$ cat src/rtl/lock_pkg.sv
// Shared definitions for the directional sequence lock.
// Assumes a combination of exactly three steps, which the two-bit state code encodes.
package lock_pkg;
    localparam int LK_STEPS = 3;

    typedef enum logic [1:0] {
        LK_IDLE = 2'b00,
        LK_ONE  = 2'b01,
        LK_TWO  = 2'b10,
        LK_OPEN = 2'b11
    } lk_state_e;
endpackage

$ cat src/rtl/lock_step_match.sv
// Compares one dial token against every step of the combination.
// Assumes step i direction is KEY_DIRS[i] and step i value is KEY_VALS[i*DW +: DW].
// Values above DIAL_MAX never match.
module lock_step_match
    import lock_pkg::*;
#(
    parameter int                    DW       = 5,
    parameter int                    DIAL_MAX = 29,
    parameter logic [LK_STEPS-1:0]    KEY_DIRS = 3'b010,
    parameter logic [LK_STEPS*DW-1:0] KEY_VALS = {5'd3, 5'd22, 5'd13}
) (
    input  logic                op_dir,
    input  logic [DW-1:0]       op_dial,
    output logic [LK_STEPS-1:0] step_hit
);
    localparam logic [DW-1:0] LIMIT = DW'(DIAL_MAX);

    logic in_range;

    // Qualify the dial value against the usable range.
    always_comb in_range = (op_dial <= LIMIT);

    for (genvar i = 0; i < LK_STEPS; i++) begin : g_step
        // Match direction and value for step i.
        always_comb step_hit[i] = in_range
                                && (op_dir == KEY_DIRS[i])
                                && (op_dial == KEY_VALS[i*DW +: DW]);
    end
endmodule

$ cat src/rtl/lock_next_state.sv
// Next-state logic of the lock.
// Assumes step_hit is one bit per combination step and that step 0 is the restart token.
// Holds when no operation is valid.
module lock_next_state
    import lock_pkg::*;
(
    input  lk_state_e           cur,
    input  logic                op_valid,
    input  logic [LK_STEPS-1:0] step_hit,
    output lk_state_e           nxt
);
    lk_state_e fallback;

    // A mismatch restarts at step one when the token itself is step one.
    always_comb fallback = step_hit[0] ? LK_ONE : LK_IDLE;

    // Advance on the expected step, otherwise fall back; hold without a valid op.
    always_comb begin
        nxt = cur;
        if (op_valid) begin
            unique case (cur)
                LK_IDLE: nxt = step_hit[0] ? LK_ONE  : LK_IDLE;
                LK_ONE:  nxt = step_hit[1] ? LK_TWO  : fallback;
                LK_TWO:  nxt = step_hit[2] ? LK_OPEN : fallback;
                LK_OPEN: nxt = fallback;
                default: nxt = LK_IDLE;
            endcase
        end
    end
endmodule

$ cat src/rtl/lock_state_reg.sv
// State register of the lock with synchronous active-low reset.
// Assumes nxt already folds in the valid strobe.
module lock_state_reg
    import lock_pkg::*;
(
    input  logic      clk,
    input  logic      rst_n,
    input  lk_state_e nxt,
    output lk_state_e cur
);
    // Capture next state, or idle under reset.
    always_ff @(posedge clk) begin
        if (!rst_n) cur <= LK_IDLE;
        else        cur <= nxt;
    end

    // reset lands in idle.
    p_reset_idle_r1: assert property (@(posedge clk) !rst_n |=> cur == LK_IDLE);

    // the open state is entered only from the second-step state or held.
    p_open_from_two_r7: assert property (@(posedge clk) disable iff (!rst_n)
        (cur == LK_OPEN) |-> ($past(cur) == LK_TWO || $past(cur) == LK_OPEN));
endmodule

$ cat src/rtl/dial_sequence_lock.sv
// Directional sequence combination lock, top level.
// Assumes one token per cycle at most, qualified by op_valid, and a synchronous active-low reset.
// lock_open depends only on the current state.
module dial_sequence_lock
    import lock_pkg::*;
#(
    parameter int                    DW       = 5,
    parameter int                    DIAL_MAX = 29,
    parameter logic [LK_STEPS-1:0]    KEY_DIRS = 3'b010,
    parameter logic [LK_STEPS*DW-1:0] KEY_VALS = {5'd3, 5'd22, 5'd13}
) (
    input  logic          clk,
    input  logic          rst_n,
    input  logic          op_valid,
    input  logic          op_dir,
    input  logic [DW-1:0] op_dial,
    output logic          lock_open,
    output logic [1:0]    state_code
);
    localparam logic [DW-1:0] FIRST_VAL = KEY_VALS[0 +: DW];
    localparam logic [DW-1:0] LIMIT     = DW'(DIAL_MAX);

    logic [LK_STEPS-1:0] step_hit;
    lk_state_e           cur;
    lk_state_e           nxt;

    lock_step_match #(
        .DW(DW), .DIAL_MAX(DIAL_MAX), .KEY_DIRS(KEY_DIRS), .KEY_VALS(KEY_VALS)
    ) u_match (
        .op_dir  (op_dir),
        .op_dial (op_dial),
        .step_hit(step_hit)
    );

    lock_next_state u_next (
        .cur     (cur),
        .op_valid(op_valid),
        .step_hit(step_hit),
        .nxt     (nxt)
    );

    lock_state_reg u_reg (
        .clk  (clk),
        .rst_n(rst_n),
        .nxt  (nxt),
        .cur  (cur)
    );

    // Decode outputs from the current state only.
    always_comb begin
        lock_open  = (cur == LK_OPEN);
        state_code = cur;
    end

    // no valid op, no state change.
    p_hold_r2: assert property (@(posedge clk) disable iff (!rst_n)
        !op_valid |=> $stable(state_code));

    // first step from idle advances.
    p_first_step_r3: assert property (@(posedge clk) disable iff (!rst_n)
        (op_valid && state_code == 2'b00 && op_dir == KEY_DIRS[0] && op_dial == FIRST_VAL)
        |=> state_code == 2'b01);

    // a token that matches no step sends the lock to idle.
    p_mismatch_idle_r6: assert property (@(posedge clk) disable iff (!rst_n)
        (op_valid && step_hit == '0) |=> state_code == 2'b00);

    // any valid op while open closes the lock.
    p_relock_r8: assert property (@(posedge clk) disable iff (!rst_n)
        (op_valid && lock_open) |=> !lock_open);

    // out-of-range dial values go to idle.
    p_range_r9: assert property (@(posedge clk) disable iff (!rst_n)
        (op_valid && op_dial > LIMIT) |=> state_code == 2'b00);

    // opening always follows an accepted operation.
    p_open_after_op_r5: assert property (@(posedge clk) disable iff (!rst_n)
        $rose(lock_open) |-> $past(op_valid));
endmodule

$ cat config.mk
export PLATFORM = sky130hd
export DESIGN_NAME = dial_sequence_lock
export DESIGN_NICKNAME = d
export VERILOG_FILES = /design/src/rtl/lock_pkg.sv /design/src/rtl/lock_step_match.sv /design/src/rtl/lock_next_state.sv /design/src/rtl/lock_state_reg.sv /design/src/rtl/dial_sequence_lock.sv
export SDC_FILE = /design/constraint.sdc
export NUM_CORES = 1
export LEC_CHECK = 0
export ABC_AREA = 1
export BUFFER_PORTS_ARGS = -buffer_cell sky130_fd_sc_hd__buf_2
export CAP_MARGIN = 20
export CORE_AREA = 2 2 39 41
export CTS_CLUSTER_SIZE = 24
export DETAILED_ROUTE_END_ITERATION = 6
export DIE_AREA = 0 0 41 43
export PLACE_DENSITY_LB_ADDON = 0.25
export SYNTH_ARGS = -nofsm -noshare
export SYNTH_HDL_FRONTEND = slang
export SYNTH_HIERARCHICAL = 1
export SYNTH_SLANG_ARGS = --single-unit
$ cat constraint.sdc
create_clock -name clk -period 1.2 [get_ports clk]
set_input_delay 0.24 -clock clk [delete_from_list [all_inputs] [get_ports clk]]
set_output_delay 0.24 -clock clk [all_outputs]
set_load 0.02 [all_outputs]
Word-level counts from Yosys, hierarchy flattened
Cells that the tools add are included.
- add/subtract/negate cells: 0
- multiply operators: 0
- divide/modulo/power cells: 0
- $lt $le $gt $ge: 1
- equal/unequal tests: 6
- shift operators: 0
- mux-type cells: 4
- bitwise gates (word level): 1
- reductions and logical operators: 7
- operator list (operator ; count):
    one-hot mux 2 bit (3 select lines) ; 1
    == test 5 x 2 -> 1 bit (second input constant) ; 1
    == test 5 x 4 -> 1 bit (second input constant) ; 1
    == test 5 bit (second input constant) ; 1
    less-or-equal comparator 5 bit (second input constant) ; 1
    logical AND 1 bit ; 5
    == test 2 bit (second input constant) ; 2
    two-way mux 2 bit ; 2
    == test 2 x 1 -> 1 bit (second input constant) ; 1
    logical NOT 2 bit ; 1
    OR reduction 2 bit ; 1
    two-way mux 1 bit ; 1
    NOT 1 bit ; 1
- bits in registers: 2
- latch bits: 0
- memory bits (writable): 0
- ROM bits: 0
- input port bits: 9
- memories kept: 0

Depth between registers and ports, before layout
Gate-level depths: netlist (run 1).
- depth after elaboration: 6
- gate-level depth with buffers: 11
- gate-level depth less buffers: 11

Hierarchy
Netlist (run 1), hierarchy kept.
- by module, submodules not included (module ; times used ; cells each ; area an instance (um^2)):
    lock_next_state ; 1 ; 20 ; 101.3
    lock_step_match ; 1 ; 20 ; 77.6
    lock_state_reg ; 1 ; 6 ; 55.1
    dial_sequence_lock ; 1 ; 2 ; 7.5

Worst setup path before layout (run 1)
OpenSTA, ideal clock, no wires.
- path kind: register to register
- from: register u_reg.cur[0]
- to: register u_reg.cur[0]
- arrival time: 1146 ps
- setup slack: -55 ps
- cell stages (with the launch flop): 9
- buffers on the path: 0
- clock period less this slack: 1255 ps
- cell sequence: dfxtp_1 -> inv_1 -> ha_1 -> nor2_1 -> nor2_1 -> nand2_1 -> a21oi_2 -> nand2_1 -> inv_1
- cells in the longest elaborated chain, start to end: 3
- elaborated cells between the ends (all ways): 6
- those cells by class: eq/ne: 3; mux: 1; reduce/logical: 2
- RTL lines (what ; RTL line ; text):
    start: declaration ; lock_state_reg.sv:9 ; output lk_state_e cur
    start signal: assignment ; lock_state_reg.sv:14 ; else cur <= nxt;
    == test 2 bit / logical NOT 2 bit (equally long branches) ; lock_next_state.sv:21 ; unique case (cur)
    OR reduction 2 bit (no line) ; n/a ;
    one-hot mux 2 bit (3 select lines) (*) ; lock_next_state.sv:21 ;
Mark *: on every way between the ends. The rest lies on a longest branch, timed or not.
A chain may end at the register's enable or synchronous reset.

Worst setup path in the final report (run 1)
Ends and elaborated chain as after synthesis.

==> impl_metrics.tcl, run 1 <==
set metrics [dict create \
    status "finished clean" \
    path_buf_inv 2 \
    first_global_vias 283 \
    clockPowerShare_pct 54.9 \
    routed_wirelength_um 557 \
    largestRegisters "u_reg/cur (2)" \
    placement.io_buffers 11 \
    largest-register "u_reg/cur" \
    setup_slack_ns 0.0948 \
    p_per_area_nw_per_um2 772 \
    cp.arrival_ns 1.27 \
    grt-ovfl-total 0 \
    cts_made_buffers 3 \
    grt_first_pass_wirelength_um 883 \
    die_x_um 41 \
    synth_top_area_share_pct 23.3 \
    track_usage_pct 7.61 \
    path_max_fanout 4 \
    clock_skew_ns 0.00467 \
    dp_slack_ns 0.0520 \
    comb_power_share_pct 19.4 \
    clk_latency_ns 0.23 \
    p_int_w 0.000202 \
    start_util_pct 17.5 \
    drtIter0Drc 2 \
    startpoint_type "flip-flop" \
    crit_type "flip-flop to flip-flop" \
    synthesis.area_um2 241 \
    worstPathCellList "inv_2 -> ha_1 -> nor2_1 -> nor2_1 -> nand2_1 -> a21oi_2 -> nand2_1 -> inv_1" \
    num_rows 14 \
    totalPowerFinal_w 0.000272 \
    cts_max_path_buffers 2 \
    fin_crit_sh_pct 92.1 \
    hold_buffers 0 \
    avgSynthCellArea_um2 5.03 \
    critical_path_depth 8 \
    rr_worst_depth 8 \
    synth_area_leaders "nand2_1, inv_1, nor2_1, dfxtp_1, ha_1" \
    die_h_um 43 \
    syn_nets 59 \
    required_ns 1.37 \
    cts_tree "yes" \
    dr.pass1.iters 2 \
    grt_start_max_net_pins 6 \
    cts.root.buffer_cell "clkbuf_4" \
    r2r-end "u_reg/cur[0]$_SDFF_PN0_" \
    wire_per_inst_um 7.05 \
    htreeDepth 1 \
    hp-class "input pin to flip-flop" \
    yosys.area.top_type "nand2_1" \
    drv_slew 0 \
    antenna_cells 0 \
    rsz0062_at_grt "yes" \
    crit_path_end "u_reg/cur[0]$_SDFF_PN0_" \
    antenna_left 0 \
    ys_ff_latch 2 \
    core_area_um2 1380 \
    drive_above_1_share_pct 30.2 \
    ios 12 \
    path_delay_family "flip-flops" \
    r2r_setup_slack_ns 0.09 \
    dr_total_vias 303 \
    slew-limit-headroom_pct 89.1 \
    cp-end-kind "flip-flop" \
    final_nets 76 \
    fillers 169 \
    max_cap_violations 0 \
    cp_slowest_cell "dfxtp_4" \
    max_stage_delay_ns 0.35 \
    setup_viol 0 \
    p_sw_share_pct 25.7 \
    largest_reg_flops 2 \
    irDropWorstVdd_v 0.000505 \
    clock_sinks 2 \
    drc 0 \
    gp_congestion 0.658 \
    startpoint "u_reg/cur[0]$_SDFF_PN0_" \
    finalHoldViolCount 0 \
    period_minus_slack_ns 1.11 \
    synth_cell_types 10 \
    p_seq_share_pct 25.7 \
    clk_pin_slew_ns 0.03 \
    ys_seq_area_share_pct 16.6 \
    yosysWarnings 6 \
    dp_hpwl_um 450 \
    antenna_found_initial 0 \
    p_sw_w 0.0000699 \
    syn_inst 48 \
    fmax_mhz 905 \
    area_growth_syn_to_layout_pct 45.6 \
    dieArea_um2 1760 \
    r2r_start "u_reg/cur[0]$_SDFF_PN0_" \
    p_leak_nw 0.207 \
    vias_per_cell 3.84 \
    worst_pin_slew_ns 0.162 \
]
power by group through the flow:
stage               Sequential, W  Combinational [W]  Clock, W
finish                  0.0000697          0.0000527  0.000149
global route            0.0000701          0.0000594  0.000166
CTS                     0.0000713          0.0000505  0.000160
detailed placement      0.0000721          0.0000501         0
global placement        0.0000722          0.0000501         0
floorplan               0.0000739          0.0000242         0
cell usage after synthesis (all sizes together):
| library cell | count |
|---|---|
| dfxtp | 2 |
| a21oi | 1 |
| nor2 | 11 |
| inv | 11 |
| nand3 | 2 |
| ha | 2 |
| clkinv | 1 |
| o21ai | 3 |
| nand2 | 15 |
cell type report:
type | instances | area [µm²] | area share, %
Clock buffer | 3 | 22.5 | 6.41
Inverter | 12 | 45.0 | 12.8
Multi-Input combinational cell | 34 | 156 | 44.5
Sequential cell | 2 | 45.0 | 12.8
Tap cell | 16 | 20.0 | 5.69
Timing Repair Buffer | 12 | 62.6 | 17.8
metrics by stage:
step,cells,util (%),hold WS [ns],area [µm²],TNS (ns)
after floorplan,48,-,0.333,243,0
after global placement,75,23.0,0.440,318,0
after detailed placement,75,23.0,0.443,318,0
after CTS,78,24.6,0.203,340,0
after global routing,79,25.4,0.238,352,-0.0170
final,79,25.4,0.207,352,0
tightest hold or removal path, delay by kind of cell:
family        cells  cell delay, ns
simple gates      1            0.04
buf+inv           2            0.13
worst min path at each step:
stage                      from  depth (start not counted)  slack (ns)                       to
after floorplan           rst_n                          2        0.33  u_reg/cur[1]$_SDFF_PN0_
after global placement    rst_n                          3        0.44  u_reg/cur[0]$_SDFF_PN0_
after detailed placement  rst_n                          3        0.44  u_reg/cur[1]$_SDFF_PN0_
after CTS                 rst_n                          3        0.20  u_reg/cur[0]$_SDFF_PN0_
after global routing      rst_n                          3        0.24  u_reg/cur[1]$_SDFF_PN0_
final                     rst_n                          3        0.21  u_reg/cur[0]$_SDFF_PN0_
repair_timing:
| action | in CTS | in global routing |
|---|---|---|
| setup buffers | 0 | 1 |
| gates resized for setup | 0 | 3 |
| setup endpoints to repair | 0 | 2 |
cells by family after synthesis:
kind of cell	synth area share, %
fa+ha+maj	10.4
simple gates	44.6
compound gates	9.84
buf+inv	18.7
flops	16.6
layout by cell type (no fill, tap or decap), drive strengths merged:
cell    count
nor2       11
ha          2
dfxtp       2
nand2      15
o21ai       3
nand3       2
buf        12
clkinv      1
clkbuf      3
a21oi       1
inv        11
routing by layer:
metal  up-vias  GRT usage (%)  routed length [µm]
li1        171              -                   -
met1       117           7.64                 260
met2        13           11.6                 224
met3         2           1.57                  56
met4         0           8.00                  15
met5         -              0                   0
Note: power is estimated with default switching activity, not from simulation.
==> run 2: changes to the inputs <==
- ABC_AREA: 1 -> default
==> impl_metrics.tcl, run 2 <==
set metrics [dict create \
    setup_slack_ns -0.158 \
    gp_congestion 0.602 \
    synthesis.area_um2 201 \
    crit_type "input pin to flip-flop" \
    clk_pin_slew_ns 0.03 \
    critical_path_depth 6 \
    dp_slack_ns -0.471 \
    drive_above_1_share_pct 57.1 \
    largest_reg_flops 2 \
    r2r-end "u_reg/cur[0]$_SDFF_PN0_" \
    htreeDepth 1 \
    drtIter0Drc 2 \
    rsz0062_at_grt "yes" \
    dp_hpwl_um 430 \
    worst_pin_slew_ns 0.202 \
    drv_slew 0 \
    rr_worst_depth 6 \
    p_sw_share_pct 25.7 \
    die_x_um 41 \
    path_delay_family "simple AND/OR/NAND/NOR gates" \
    vias_per_cell 3.98 \
    path_max_fanout 2 \
    first_global_vias 207 \
    whs_ns 0.225 \
    final_nets 55 \
    cts_tree "yes" \
    fmax_mhz 737 \
    dr_total_vias 231 \
    postCtsSetupBuffers 0 \
    antenna_cells 0 \
    fin_crit_sh_pct 113 \
    p_int_w 0.000223 \
    fillers 156 \
    hold_buffers 0 \
    p_sw_w 0.0000772 \
    r2r_setup_slack_ns -0.12 \
    antenna_left 0 \
    cp_slowest_cell "or3b_4" \
    clock_sinks 2 \
    max_cap_violations 0 \
    antenna_found_initial 0 \
    die_h_um 43 \
    cp.arrival_ns 1.52 \
    wire_per_inst_um 9.64 \
    p_leak_nw 0.157 \
    slew-limit-headroom_pct 86.5 \
    ys_seq_area_share_pct 19.9 \
    synth_area_leaders "dfxtp_1, ha_1, and2_1, a311oi_2, nand2_1" \
    startpoint_type "input pin" \
    routed_wirelength_um 559 \
    dieArea_um2 1760 \
    final_common_cell "buf_2" \
    period_minus_slack_ns 1.36 \
    status "finished with violations" \
    final_util_pct 25.8 \
    setup_viol 2 \
    comb_power_share_pct 25.7 \
    irDropWorstVdd_v 0.000646 \
    p_seq_share_pct 24.8 \
    synth_edf_count 0 \
    totalPowerFinal_w 0.000300 \
    track_usage_pct 7.31 \
    async_flop_share_pct 0 \
    clockPowerShare_pct 49.4 \
    worstPathCellList "buf_6 -> or3b_4 -> nor3_4 -> or2b_1 -> a311oi_2 -> and2_1" \
    violations "setup timing" \
    path_buf_inv 1 \
    area_growth_syn_to_layout_pct 77.0 \
    core_area_um2 1380 \
    yosys.area.top_type "dfxtp_1" \
    grt_first_pass_wirelength_um 862 \
    cts.root.buffer_cell "clkbuf_4" \
    avgSynthCellArea_um2 8.06 \
    largestRegisters "u_reg/cur (2)" \
    ios 12 \
    startpoint "op_dial[4]" \
    synth_cell_types 17 \
    drc 0 \
    p_per_area_nw_per_um2 841 \
    dr.pass1.iters 2 \
    grt_start_max_net_pins 6 \
    instances_no_fill 58 \
    ys.flop_type "dfxtp_1" \
    num_rows 14 \
    hp-class "input pin to flip-flop" \
    synth_top_area_share_pct 19.9 \
    hold_depth 2 \
    grt-ovfl-total 0 \
    cts_made_buffers 3 \
    crit_path_end "u_reg/cur[0]$_SDFF_PN0_" \
    dp_cells 55 \
    finalHoldViolCount 0 \
    syn_inst 25 \
    layout_common_cells "buf_2, clkbuf_4, buf_6, nand2_1" \
    clk_latency_ns 0.22 \
    syn_nets 36 \
    max_stage_delay_ns 0.41 \
    cts_max_path_buffers 2 \
    ys_ff_latch 2 \
    r2r_start "u_reg/cur[0]$_SDFF_PN0_" \
    required_ns 1.36 \
    clock_skew_ns 0.00657 \
    largest-register "u_reg/cur" \
    yosysWarnings 6 \
    cp-end-kind "flip-flop" \
    start_util_pct 14.6 \
    ys_top_cells_by_count "and2_1, nand2_1" \
    placement.io_buffers 11 \
]
[run 2: changes by cell type in the layout (fill, tap and decap cells not counted), moves of 2 or more]
cell | before | now
nand2_1 | 15 | 3
nor2_1 | 11 | 2
inv_1 | 10 | 2
buf_6 | 0 | 3
and2_1 | 0 | 2
buf_2 | 11 | 9
nand3_1 | 2 | 0
[run 2: power groups by stage]
| stage | logic [W] | registers (W) | clock network [W] |
|---|---|---|---|
| 2_1_floorplan | 0.0000275 | 0.0000808 | 0 |
| 3_3_place_gp | 0.0000676 | 0.0000747 | 0 |
| 3_5_place_dp | 0.0000693 | 0.0000746 | 0 |
| 4_1_cts | 0.0000712 | 0.0000738 | 0.000153 |
| 5_1_grt | 0.0000853 | 0.0000748 | 0.000162 |
| 6_report | 0.0000772 | 0.0000745 | 0.000148 |
[run 2: final cells by class]
cell class / instances / area (µm²) / share of cell area [%]
clock buffers: 3 / 22.5 / 6.32
inverters: 2 / 7.51 / 2.11
multi-input cells: 21 / 170 / 47.7
flip-flops and latches: 2 / 42.5 / 11.9
well taps: 16 / 20.0 / 5.61
repair buffers: 14 / 93.8 / 26.3
[run 2: metal layers]
metal | global-route usage (%) | wire [µm] | share of wire (%)
met1 | 8.92 | 270 | 48
met3 | 5.24 | 54 | 9.7
met4 | 2.00 | 0 | 0
met2 | 10.0 | 234 | 42
met5 | 0 | 0 | 0
[run 2: cells by family (layout without fill, tap and decap cells)]
group | after synthesis | after routing | share of synthesized area [%]
flops | 2 | 2 | 19.9
fa+ha+maj | 2 | 2 | 12.4
buf+inv | 2 | 19 | 3.73
compound gates | 4 | 4 | 17.4
simple gates | 15 | 15 | 46.6
[run 2: worst min-delay path by stage]
stage                     start                       to
final                     rst_n  u_reg/cur[0]$_SDFF_PN0_
after global placement    rst_n  u_reg/cur[0]$_SDFF_PN0_
after detailed placement  rst_n  u_reg/cur[0]$_SDFF_PN0_
after floorplan           rst_n  u_reg/cur[0]$_SDFF_PN0_
after global routing      rst_n  u_reg/cur[0]$_SDFF_PN0_
after CTS                 rst_n  u_reg/cur[0]$_SDFF_PN0_
[run 2: repair_timing]
action / 4_1_cts / 5_1_grt
endpoints found under the setup margin: 3 / 3
pin swaps: 1 / 0
resized for setup: 3 / 6
[run 2: per-stage QoR]
stage | setup TNS [ns] | area [µm²]
global placement | -0.743 | 303
global route | -0.325 | 357
floorplan | -0.296 | 205
detailed placement | -0.735 | 303
finish | -0.173 | 357
CTS | -0.221 | 332
==> run 3: changes to the inputs <==
- SETUP_SLACK_MARGIN: default -> 0.3
==> impl_metrics.tcl, run 3 (synthesis results as in run 2) <==
set metrics [dict create \
    p_per_area_nw_per_um2 788 \
    drc 0 \
    holdPathEnd "u_reg/cur[0]$_SDFF_PN0_" \
    max_cap_violations 0 \
    drive_above_1_share_pct 59.1 \
    cts_made_buffers 3 \
    grt_first_pass_wirelength_um 890 \
    layout_common_cells "buf_2, buf_6, clkbuf_4, nand2_1" \
    dr_total_vias 233 \
    hp-class "input pin to flip-flop" \
    fin_crit_sh_pct 110 \
    vias_per_cell 3.88 \
    path_max_fanout 2 \
    num_rows 14 \
    startpoint_type "input pin" \
    start_util_pct 14.6 \
    gp_congestion 0.658 \
    p_leak_nw 0.171 \
    antenna_cells 0 \
    die_x_um 41 \
    cp.arrival_ns 1.48 \
    antenna_found_initial 0 \
    hp-start "rst_n" \
    final_nets 57 \
    ios 12 \
    violations "setup timing" \
    r2r_setup_slack_ns -0.07 \
    cp_slowest_cell "or3b_4" \
    clock_skew_ns 0.00247 \
    required_ns 1.36 \
    totalPowerFinal_w 0.000309 \
    use_met1_pct 11.1 \
    period_minus_slack_ns 1.32 \
    dp_cells 56 \
    clock_sinks 2 \
    cts_max_path_buffers 2 \
    dp_hpwl_um 392 \
    finalHoldViolCount 0 \
    drtIter0Drc 3 \
    fmax_mhz 759 \
    setup_viol 2 \
    drv_slew 0 \
    status "finished with violations" \
    p_seq_share_pct 24.3 \
    slew-limit-headroom_pct 87.0 \
    grt_use_met3_pct 3.14 \
    clk_pin_slew_ns 0.03 \
    htreeDepth 1 \
    busiest_layer "met1" \
    comb_power_share_pct 29.0 \
    use_met2_pct 8.75 \
    dr.pass1.iters 2 \
    antenna_left 0 \
    grt_start_max_net_pins 6 \
    p_sw_share_pct 24.3 \
    rsz0062_at_grt "yes" \
    irDropWorstVdd_v 0.000547 \
    cp-end-kind "flip-flop" \
    dp_slack_ns -0.446 \
    dieArea_um2 1760 \
    largest_reg_flops 2 \
    die_h_um 43 \
    largestRegisters "u_reg/cur (2)" \
    r2r_start "u_reg/cur[0]$_SDFF_PN0_" \
    grt-ovfl-total 0 \
    area_growth_syn_to_layout_pct 94.4 \
    p_int_w 0.000234 \
    core_area_um2 1380 \
    max_stage_delay_ns 0.41 \
    clk_latency_ns 0.22 \
    wire_per_inst_um 8.77 \
    routed_wirelength_um 526 \
    cts.root.buffer_cell "clkbuf_4" \
    placement.io_buffers 11 \
    clockPowerShare_pct 46.7 \
    rr_worst_depth 6 \
    startpoint "op_dir" \
    worstPathCellList "buf_6 -> or3b_4 -> nor3_2 -> nand2_1 -> and4b_1 -> a311oi_2 -> and2_1" \
    worst_pin_slew_ns 0.195 \
    r2r-end "u_reg/cur[0]$_SDFF_PN0_" \
    crit_type "input pin to flip-flop" \
    first_global_vias 226 \
    track_usage_pct 7.20 \
    hold_depth 2 \
    whs_ns 0.237 \
    setup_slack_ns -0.118 \
    cts_tree "yes" \
    largest-register "u_reg/cur" \
    p_sw_w 0.0000749 \
    instances_no_fill 60 \
]
## run 3: cell count changes in the layout (fill, tap and decap cells not counted)
cell | before | now
buf_2 | 9 | 7
buf_6 | 3 | 7
## run 3: worst max-delay path: cells and delay by family
family / cells / cell delay [ns]
buffers and inverters: 1 / 0.09
and+or+nand+nor: 5 / 0.96
AOI/OAI and AO/OA: 1 / 0.18
## run 3: worst max-delay path by stage
stage | end | slack, ns | depth (start not counted)
5_1_grt | u_reg/cur[0]$_SDFF_PN0_ | -0.18 | 7
3_5_place_dp | u_reg/cur[0]$_SDFF_PN0_ | -0.45 | 7
6_report | u_reg/cur[0]$_SDFF_PN0_ | -0.12 | 7
3_3_place_gp | u_reg/cur[0]$_SDFF_PN0_ | -0.44 | 7
4_1_cts | u_reg/cur[0]$_SDFF_PN0_ | -0.12 | 7
2_1_floorplan | u_reg/cur[0]$_SDFF_PN0_ | -0.24 | 5
## run 3: power by group through the flow
| stage | clock [W] | sequential, W | combinational, W |
|---|---|---|---|
| floorplan | 0 | 0.0000812 | 0.0000277 |
| global placement | 0 | 0.0000751 | 0.0000710 |
| detailed placement | 0 | 0.0000751 | 0.0000703 |
| CTS | 0.000150 | 0.0000750 | 0.0000852 |
| global route | 0.000161 | 0.0000755 | 0.0000976 |
| finish | 0.000144 | 0.0000749 | 0.0000895 |
## run 3: final cells by class
type                            count  area, µm²
Tap cell                           16       20.0
Clock buffer                        3       22.5
Timing Repair Buffer               16        129
Inverter                            2       7.51
Sequential cell                     2       42.5
Fill cell                         150        992
Multi-Input combinational cell     21        170
## run 3: timing repair
item                                    in CTS  in global routing
endpoints found under the setup margin       5                  5
gates resized for setup                     13                  1
hold endpoints to repair                     0                  0
buffers inserted                             0                  1
hold buffers                                 0                  0
pin swaps                                    7                  2
## run 3: per-layer routing
metal	up-vias	routed length, µm	share of wire [%]
met5	-	0	0
met4	0	0	0
met3	0	70	13
met2	14	186	35
met1	91	269	51
li1	128	-	-
## run 3: stage by stage
stage	util [%]	setup TNS, ns	cell area, µm²
final	28.3	-0.132	392
after global routing	28.3	-0.296	392
after CTS	27.5	-0.159	380
after detailed placement	22.6	-0.725	313
after global placement	22.6	-0.729	313
after floorplan	-	-0.301	208
